===== src/rtl/rxsync_pkg.sv =====
package rxsync_pkg;

  typedef enum logic [1:0] {
    SY_ACQ    = 2'b00,
    SY_RESYNC = 2'b01,
    SY_LOST   = 2'b10
  } sync_state_e;

  // count after a cycle with nbad invalid characters, each weighted by step
  function automatic int unsigned weigh_errors(int unsigned cur, int unsigned nbad,
                                               int unsigned step);
    return cur + nbad * step;
  endfunction

  // one leak step, floored at zero
  function automatic int unsigned leak_one(int unsigned cur);
    return (cur == 0) ? 0 : cur - 1;
  endfunction

endpackage


===== src/rtl/rxsync_errsum.sv =====
module rxsync_errsum #(
  parameter int LANES = 2,
  localparam int NW = $clog2(LANES + 1)
) (
  input  logic [LANES-1:0] bad_table,
  input  logic [LANES-1:0] bad_disp,
  output logic [NW-1:0]    nbad,
  output logic             any_bad
);

  logic [LANES-1:0] lane_bad;

  // a lane is invalid on either flag; both flags count once
  generate
    for (genvar g = 0; g < LANES; g++) begin : g_lane
      assign lane_bad[g] = bad_table[g] | bad_disp[g];
    end
  endgenerate

  always_comb begin
    nbad = '0;
    for (int i = 0; i < LANES; i++) begin
      nbad = nbad + NW'(lane_bad[i]);
    end
  end

  assign any_bad = |lane_bad;

endmodule


===== src/rtl/rxsync_leaky.sv =====
module rxsync_leaky
  import rxsync_pkg::*;
#(
  parameter int LANES  = 2,
  parameter int INCR   = 1,
  parameter int THRESH = 4,
  localparam int NW = $clog2(LANES + 1),
  localparam int CW = $clog2(THRESH + 1),
  localparam int RW = $clog2(THRESH + 1)
) (
  input  logic          clk,
  input  logic          rst_n,
  input  logic          clear,
  input  logic          count_en,
  input  logic [NW-1:0] nbad,
  output logic          trip,
  output logic          decay_evt
);

  logic [CW-1:0] cnt_q;
  logic [RW-1:0] run_q;
  int unsigned   sum_w;
  int unsigned   leak_w;

  always_comb begin
    sum_w  = weigh_errors(32'(cnt_q), 32'(nbad), INCR);
    leak_w = leak_one(32'(cnt_q));
  end

  assign trip      = count_en && (nbad != '0) && (sum_w >= THRESH);
  assign decay_evt = count_en && (nbad == '0) && (run_q == RW'(THRESH - 1));

  always_ff @(posedge clk or negedge rst_n) begin
    if (!rst_n) begin
      cnt_q <= '0;
      run_q <= '0;
    end else if (clear || !count_en || trip) begin
      cnt_q <= '0;
      run_q <= '0;
    end else if (nbad != '0) begin
      cnt_q <= CW'(sum_w);
      run_q <= '0;
    end else if (decay_evt) begin
      cnt_q <= CW'(leak_w);
      run_q <= '0;
    end else begin
      run_q <= run_q + RW'(1);
    end
  end

  AST_CNT_BELOW_THRESH: assert property (@(posedge clk) disable iff (!rst_n)
    cnt_q < CW'(THRESH));

  AST_DECAY_STEP: assert property (@(posedge clk) disable iff (!rst_n)
    (decay_evt && !clear && cnt_q != '0) |=> cnt_q == $past(cnt_q) - CW'(1));

  AST_CLEAR_EMPTIES: assert property (@(posedge clk) disable iff (!rst_n)
    clear |=> cnt_q == '0);

endmodule


===== src/rtl/rxsync_fsm.sv =====
module rxsync_fsm
  import rxsync_pkg::*;
#(
  parameter int WAIT_CYCLES = 4,
  localparam int WW = $clog2(WAIT_CYCLES + 1)
) (
  input  logic        clk,
  input  logic        rst_n,
  input  logic        rx_reset,
  input  logic        en,
  input  logic        any_bad,
  input  logic        trip,
  input  logic        comma_ok,
  output sync_state_e state_q
);

  sync_state_e state_d;
  logic [WW-1:0] wait_q, wait_d;

  always_comb begin
    state_d = state_q;
    wait_d  = wait_q;
    if (rx_reset) begin
      state_d = SY_LOST;
      wait_d  = '0;
    end else if (!en) begin
      state_d = SY_ACQ;
      wait_d  = '0;
    end else begin
      unique case (state_q)
        SY_ACQ: begin
          wait_d = '0;
          if (any_bad) state_d = trip ? SY_LOST : SY_RESYNC;
        end
        SY_RESYNC: begin
          if (trip) begin
            state_d = SY_LOST;
            wait_d  = '0;
          end else if (any_bad) begin
            wait_d = '0;
          end else if (wait_q == WW'(WAIT_CYCLES - 1)) begin
            state_d = SY_ACQ;
            wait_d  = '0;
          end else begin
            wait_d = wait_q + WW'(1);
          end
        end
        SY_LOST: begin
          wait_d = '0;
          if (comma_ok && !any_bad) state_d = SY_ACQ;
        end
        default: begin
          state_d = SY_LOST;
          wait_d  = '0;
        end
      endcase
    end
  end

  always_ff @(posedge clk or negedge rst_n) begin
    if (!rst_n) begin
      state_q <= SY_LOST;
      wait_q  <= '0;
    end else begin
      state_q <= state_d;
      wait_q  <= wait_d;
    end
  end

  AST_RESET_TO_LOST: assert property (@(posedge clk) disable iff (!rst_n)
    rx_reset |=> state_q == SY_LOST);

  AST_ACQ_LEAVES_ON_ERR: assert property (@(posedge clk) disable iff (!rst_n)
    (state_q == SY_ACQ && any_bad && en && !rx_reset) |=> state_q != SY_ACQ);

  AST_TRIP_TO_LOST: assert property (@(posedge clk) disable iff (!rst_n)
    (trip && en && !rx_reset) |=> state_q == SY_LOST);

  AST_WAIT_BOUND: assert property (@(posedge clk) disable iff (!rst_n)
    wait_q < WW'(WAIT_CYCLES));

  AST_LOST_HOLDS: assert property (@(posedge clk) disable iff (!rst_n)
    (state_q == SY_LOST && en && !rx_reset && !(comma_ok && !any_bad))
      |=> state_q == SY_LOST);

  AST_DISABLE_ACQ: assert property (@(posedge clk) disable iff (!rst_n)
    (!en && !rx_reset) |=> state_q == SY_ACQ);

endmodule


===== src/rtl/rx_sync_tracker.sv =====
module rx_sync_tracker
  import rxsync_pkg::*;
#(
  parameter int LANES       = 2,
  parameter int INCR        = 1,
  parameter int THRESH      = 4,
  parameter int WAIT_CYCLES = 4
) (
  input  logic             clk,
  input  logic             rst_n,
  input  logic             rx_reset,
  input  logic             track_en,
  input  logic [LANES-1:0] sym_bad_table,
  input  logic [LANES-1:0] sym_bad_disp,
  input  logic             comma_ok,
  output logic [1:0]       sync_status,
  output logic             realign_req
);

  localparam int NW = $clog2(LANES + 1);

  logic [NW-1:0] nbad;
  logic          any_bad;
  logic          trip;
  logic          decay_evt;
  logic          count_en;
  sync_state_e   state_q;

  rxsync_errsum #(.LANES(LANES)) u_errsum (
    .bad_table (sym_bad_table),
    .bad_disp  (sym_bad_disp),
    .nbad      (nbad),
    .any_bad   (any_bad)
  );

  // no counting while lost or while tracking is off
  assign count_en = track_en && (state_q != SY_LOST);

  rxsync_leaky #(.LANES(LANES), .INCR(INCR), .THRESH(THRESH)) u_leaky (
    .clk       (clk),
    .rst_n     (rst_n),
    .clear     (rx_reset),
    .count_en  (count_en),
    .nbad      (nbad),
    .trip      (trip),
    .decay_evt (decay_evt)
  );

  rxsync_fsm #(.WAIT_CYCLES(WAIT_CYCLES)) u_fsm (
    .clk      (clk),
    .rst_n    (rst_n),
    .rx_reset (rx_reset),
    .en       (track_en),
    .any_bad  (any_bad),
    .trip     (trip),
    .comma_ok (comma_ok),
    .state_q  (state_q)
  );

  assign sync_status = state_q;
  assign realign_req = (state_q == SY_LOST);

  AST_REALIGN_ONLY_LOST: assert property (@(posedge clk) disable iff (!rst_n)
    realign_req |-> sync_status == 2'b10);

endmodule


===== config.mk =====
export PLATFORM = sky130hd
export DESIGN_NAME = rx_sync_tracker
export DESIGN_NICKNAME = d
export VERILOG_FILES = /design/src/rtl/rxsync_pkg.sv /design/src/rtl/rxsync_errsum.sv /design/src/rtl/rxsync_leaky.sv /design/src/rtl/rxsync_fsm.sv /design/src/rtl/rx_sync_tracker.sv
export SDC_FILE = /design/constraint.sdc
export NUM_CORES = 1
export LEC_CHECK = 0
export CORE_AREA = 2 2 39 41
export DETAILED_ROUTE_END_ITERATION = 16
export DIE_AREA = 0 0 41 43
export DONT_BUFFER_PORTS = 1
export PLACE_DENSITY = 0.77
export SETUP_SLACK_MARGIN = 0.02
export SYNTH_ARGS = -nofsm -noshare
export SYNTH_HDL_FRONTEND = slang
export SYNTH_SLANG_ARGS = --single-unit

===== constraint.sdc =====
create_clock -name clk -period 2.3 [get_ports clk]
set_clock_uncertainty 0.05 [all_clocks]
set_input_delay 0.23 -clock clk [delete_from_list [all_inputs] [get_ports clk]]
set_output_delay 0.23 -clock clk [all_outputs]
set_load 0.03 [all_outputs]

== After elaboration in Yosys (flattened, before gate mapping) ==
Index checks and enable logic that the tools add are counted.

* $mul: 0
* Mux-type cells: 22
* Reductions and logical operators: 17
* Eq/ne operators: 9
* Div/mod/pow operators: 0
* Shifts and indexed selects: 0
* $lt $le $gt $ge: 1
* Bitwise logic cells: 2
* Add/subtract/negate cells: 5

{| class="wikitable"
|+ Operator list
! kind !! number
|-
| 3-bit 2-to-1 mux || 13
|-
| 32-bit by 3-bit greater-or-equal comparator with 1-bit output (second input constant) || 1
|-
| 2-bit 2-to-1 mux || 8
|-
| 4-bit by 3-bit != test with 1-bit output (second input constant) || 2
|-
| 3-bit by 1-bit adder with 3-bit output (second input constant) || 2
|-
| 3-bit by 2-bit equality test with 1-bit output (second input constant) || 2
|-
| 1-bit logical AND || 6
|-
| 2-bit one-hot mux with 3 select lines || 1
|-
| 5-bit by 3-bit != test with 1-bit output (second input constant) || 1
|-
| 5-bit != test (second input constant) || 1
|-
| 3-bit by 2-bit adder with 4-bit output || 1
|-
| 2-bit logical NOT || 2
|-
| 4-bit AND reduction || 1
|-
| 3-bit logical NOT || 1
|-
| 3-bit nonzero test || 1
|-
| 3-bit by 1-bit subtractor with 3-bit output (second input constant) || 1
|-
| 1-bit by 1-bit adder with 2-bit output || 1
|-
| 2-bit by 1-bit equality test with 1-bit output (second input constant) || 1
|-
| 2-bit equality test (second input constant) || 1
|-
| 1-bit logical NOT || 2
|-
| 1-bit logical OR || 2
|-
| 2-bit != test (second input constant) || 1
|-
| 1-bit OR || 2
|-
| 2-bit nonzero test || 1
|-
| 2-bit OR reduction || 1
|}

* Input bits: 9
* Memory bits (writable): 0
* Bits in read-only memories: 0
* Register bits after elaboration: 11
* Memories kept: 0
* Word-level logic and storage cells: 60
* Latch bits: 0
* Output and inout port bits: 3

== Logic depth before layout (Yosys ltp) ==
* Word-level depth: 10
* Depth in mapped cells: 9
* Gate-level depth less buffers: 9

== Cells and area by module ==
From an unflattened synthesis, not the netlist that was laid out.

* Cell total of the unflattened synthesis: 65
* Area, all modules: 713.2 µm²

{| class="wikitable"
|+ Modules (own cells, without submodules)
! module !! times used !! area each (µm²) !! cells an instance !! sequential area each (µm²)
|-
| rxsync_leaky || 1 || 397.9 || 36 || 150.1
|-
| rxsync_fsm || 1 || 244.0 || 20 || 126.4
|-
| rxsync_errsum || 1 || 48.8 || 7 || 0.0
|-
| rx_sync_tracker || 1 || 22.5 || 2 || 0.0
|}

== Worst setup path after synthesis ==
No wires, ideal clock.

* Path kind: input to register
* Start: input port sym_bad_disp[1]
* End: register u_fsm.wait_q[0]
* Stages on the path: 9
* Setup time: 133 ps
* Setup slack: -66 ps
* Buffers on the path: 0
* Data arrival time: 2183 ps
* Data required time: 2117 ps
* Cells stage by stage: or2_2 inv_1 ha_1 ha_1 inv_1 fa_1 a2111o_1 o211ai_1 nor3_1

* Word-level cells in the longest chain between the ends: 9
* Elaborated cells on any way between the ends: 13
* Those cells by class: add/sub (2); order compare (1); mux (5); bitwise (1); reduce/logical (4)

{| class="wikitable"
|+ RTL lines
! what !! RTL line !! RTL
|-
| from (decl) || rx_sync_tracker.sv:14 || <nowiki>input logic [LANES-1:0] sym_bad_disp,</nowiki>
|-
| 1-bit OR * || rxsync_errsum.sv:16 || <nowiki>assign lane_bad[g] = bad_table[g] | bad_disp[g];</nowiki>
|-
| 1-bit by 1-bit adder with 2-bit output || rxsync_errsum.sv:23 || <nowiki>nbad = nbad + NW'(lane_bad[i]);</nowiki>
|-
| 3-bit by 2-bit adder with 4-bit output / 2-bit nonzero test (equally long branches) || rxsync_pkg.sv:12, rxsync_leaky.sv:30 ||
|-
| 32-bit by 3-bit greater-or-equal comparator with 1-bit output / 1-bit logical AND (equally long branches) || rxsync_leaky.sv:30 || <nowiki>assign trip = count_en && (nbad != '0) && (sum_w >= THRESH);</nowiki>
|-
| 1-bit logical AND || rxsync_leaky.sv:30 ||
|-
| 3-bit 2-to-1 mux * || rxsync_fsm.sv:36 || <nowiki>if (trip) begin</nowiki>
|-
| 3-bit 2-to-1 mux * || rxsync_fsm.sv:30 || <nowiki>unique case (state_q)</nowiki>
|-
| 3-bit 2-to-1 mux * || rxsync_fsm.sv:26 || <nowiki>end else if (!en) begin</nowiki>
|-
| 3-bit 2-to-1 mux * || rxsync_fsm.sv:23 || <nowiki>if (rx_reset) begin</nowiki>
|-
| net u_fsm.wait_d[0] || rxsync_fsm.sv:18 || <nowiki>logic [WW-1:0] wait_q, wait_d;</nowiki>
|-
| to (signal assigned) || rxsync_fsm.sv:66 || <nowiki>wait_q <= wait_d;</nowiki>
|-
| to (decl) || rxsync_fsm.sv:18 ||
|}

The timed path passes the listed nets; every way through them passes the cells marked *.
A chain may end at the register's enable or synchronous reset.

== Worst setup path in the final report ==
* Start: input port sym_bad_disp[1]
* End: register u_fsm.wait_q[1]

The elaborated chain is that of the path after synthesis.

==> out/qor.txt <==
routed len/inst - 12.5 µm
Routed WL - 1.20 mm
area delta synth->final - 10.7%
CP startpoint kind - input port
vias in the first global route - 555
status - finished clean
final hold viol count - 0
CP max-delay cell - a2111o_1
initial antenna violation count - 0
min Tclk post-route - 2110 ps
Tot GR Track Use - 0.184
die area - 1760 µm²
CP required - 2390 ps
Clock Sinks - 11
leakage - 0.000361 µW
Worst VDD drop - 323 µV
average cell area after synthesis - 10.2 µm²
Core ar. - 1380 µm²
DRT antenna net count - 0
root buffer cell - clkbuf_4
ranking of synthesized cells by area - dfrtp_1, ha_1, inv_1
die height - 43 µm
drc violations - 0
Tot Pwr - 383 µW
Post-synth EDFFs - 0
Max Root-Sink Buffers - 2
register area share after synthesis - 0.371
number of cell rows - 14
WS Path Type - in -> reg
CP max FO - 4
Finish-stage setup viols - 0
Synth top cells by count - dfrtp_1, ha_1, inv_1
Cell Chain, Critical Path - or2_2 -> inv_1 -> ha_1 -> ha_2 -> inv_1 -> fa_2 -> a2111o_1 -> o211ai_1 -> nor3_1
total CTS buffers - 3
layout cell share with drive strength beyond 1 - 0.225
die width - 41 µm
PortBufs - 0
largest net degree at the start of global routing - 12
Most used DFF post-synth - dfrtp_1
Max stage delay on crit path - 410 ps
Reg clk slew, reported paths - 70 ps
H-tree depth - 1
DR vias - 535
CTS tree - yes
Synth top area share - 0.336
max cap viols - 0
Top Ports - 12
antenna cells - 0
Initial Util - 0.539
RSZ-0062 raised after global routing - no
slew margin rel. - 0.682
Slew Viols, Final - 0
Worst Path Arrival - 2190 ps
total congestion overflow - 0
Post-Place Cells - 91
dpl hpwl - 975 µm
first-pass GRT wire length - 2.25 mm
family with the most delay on the worst path - compound AO/OA/AOI/OAI gates
most used cell, CP - inv_1
Fmax - 475 MHz
period utilization - 0.916
area leader, netlist - dfrtp_1
syn nets - 92
Final Net Count - 100
Gate Count Post-Synth - 73
Unique masters post-synth - 31
Tightest Pin Transition - 475 ps
Warnings, synthesis - 0
setup TNS - 0 ps
worst skew pair latency - 260 ps
WP buf/inv - 2
Critical Path Sink Type - flip-flop
drt first pass iters - 4
count leader, synth - dfrtp_1
Non-Filler Instances - 96
Placer Congestion - 0.772
Detailed Route Iter0 Violations - 11
drt via density - 5.57
Mapped Area - 746 µm²
asr flop ratio synth - 1.00
power density over cell area - 464 nW/µm²
Worst Hold Class - in -> reg
register bit total from synthesis - 11
==> worst register-to-register path, cell delays in order (launching register included) <==
cell and delay [ps]:
dfrtp_1 410, ha_2 240, inv_1 60, fa_2 330
a2111o_1 410, o211ai_1 350, nor3_1 90
==> power by group <==
group,total (µW),switching [µW],internal (µW)
sequential,205,6.85,198
clock,127,59.8,67.0
combinational,51.6,31.2,20.4
total,383,97.8,285
==> kinds of logic after synthesis <==
family,Yosys count,synth area share
AO/OA/AOI/OAI,15,0.186
buffers and inverters,13,0.0654
AND/OR/NAND/NOR,22,0.171
flip-flops,11,0.371
multiplexers,2,0.0285
adder cells (fa/ha/maj),10,0.178
==> metrics by stage <==
| stage | area, µm² | hold slack, ps | util | setup WS (ps) |
|---|---|---|---|---|
| 6_report | 826 | 31.0 | 0.597 | 193 |
| 5_1_grt | 826 | 36.4 | 0.597 | 127 |
| 4_1_cts | 826 | 28.4 | 0.597 | 202 |
| 3_5_place_dp | 790 | -115 | 0.571 | -71.5 |
| 3_3_place_gp | 790 | -115 | 0.571 | -37.4 |
| 2_1_floorplan | 751 | -116 | - | 41.0 |
==> state kept, by name (all words and copies together), names as in the netlist <==
name           cells
u_fsm.state_q      2
u_fsm.wait_q       3
u_leaky.cnt_q      3
u_leaky.run_q      3
==> routing by layer <==
layer,GRT usage,vias up,share of wire
met1,0.252,253,0.46
met4,0.0200,0,0
met5,0,-,0
met2,0.281,14,0.49
met3,0.0681,0,0.051
li1,-,268,-
==> worst paths after layout <==
kind,end,from,slack (ps),cells past startpoint
min in group asynchronous,u_leaky.run_q[1],rst_n,300,1
setup / recovery,u_fsm.wait_q[1],sym_bad_disp[1],190,9
hold reg to reg,u_fsm.wait_q[0],u_fsm.wait_q[0],400,1
setup reg to reg,u_fsm.wait_q[1],u_leaky.cnt_q[0],230,6
max in group asynchronous,u_fsm.state_q[1],rst_n,1550,1
hold / removal,u_fsm.state_q[1],rx_reset,30,2
==> cell usage in the layout (no fill, tap or decap) <==
| master | synthesis | layout |
|---|---|---|
| a2111o_1 | 1 | 1 |
| a2111oi_0 | 1 | 1 |
| a2111oi_4 | 1 | 1 |
| a21oi_1 | 3 | 3 |
| a21oi_4 | 1 | 1 |
| and2_1 | 1 | 1 |
| and2b_1 | 1 | 1 |
| buf_4 | 0 | 3 |
| clkbuf_1 | 1 | 1 |
| clkbuf_4 | 0 | 3 |
| dfrtp_1 | 10 | 10 |
| dfstp_2 | 1 | 1 |
| dlygate4sd3_1 | 0 | 1 |
| fa_2 | 0 | 1 |
| ha_1 | 9 | 8 |
| ha_2 | 0 | 1 |
| inv_1 | 9 | 9 |
| inv_2 | 3 | 3 |
| mux2_2 | 1 | 1 |
| mux2i_1 | 1 | 1 |
| nand2_1 | 1 | 1 |
| nand2b_1 | 2 | 2 |
| nand3_1 | 2 | 2 |
| nand4b_1 | 1 | 1 |
| nor2_1 | 5 | 5 |
| nor2b_2 | 1 | 1 |
| nor3_1 | 5 | 5 |
| o211ai_1 | 2 | 2 |
| o21ai_0 | 1 | 1 |
| o21ai_1 | 1 | 1 |
| o2bb2ai_1 | 3 | 3 |
| o311ai_1 | 1 | 1 |
| or2_1 | 1 | 1 |
| or2_2 | 1 | 1 |
| or4b_4 | 1 | 1 |
==> timing repair <==
| action | 4_1_cts | 5_1_grt |
|---|---|---|
| hold endpoints to repair | 11 | 0 |
| buffers inserted | 0 | 0 |
| resized for setup | 0 | 0 |
| hold buffers | 1 | 0 |
==> layout make-up <==
| class | count | area [µm²] |
|---|---|---|
| Fill cell | 121 | 558 |
| Sequential cell | 11 | 277 |
| Multi-Input combinational cell | 49 | 425 |
| Clock buffer | 4 | 26.3 |
| Timing Repair Buffer | 4 | 32.5 |
| Tap cell | 16 | 20.0 |
| Inverter | 12 | 45.0 |
No activity file was read; power rests on OpenSTA's default activity.
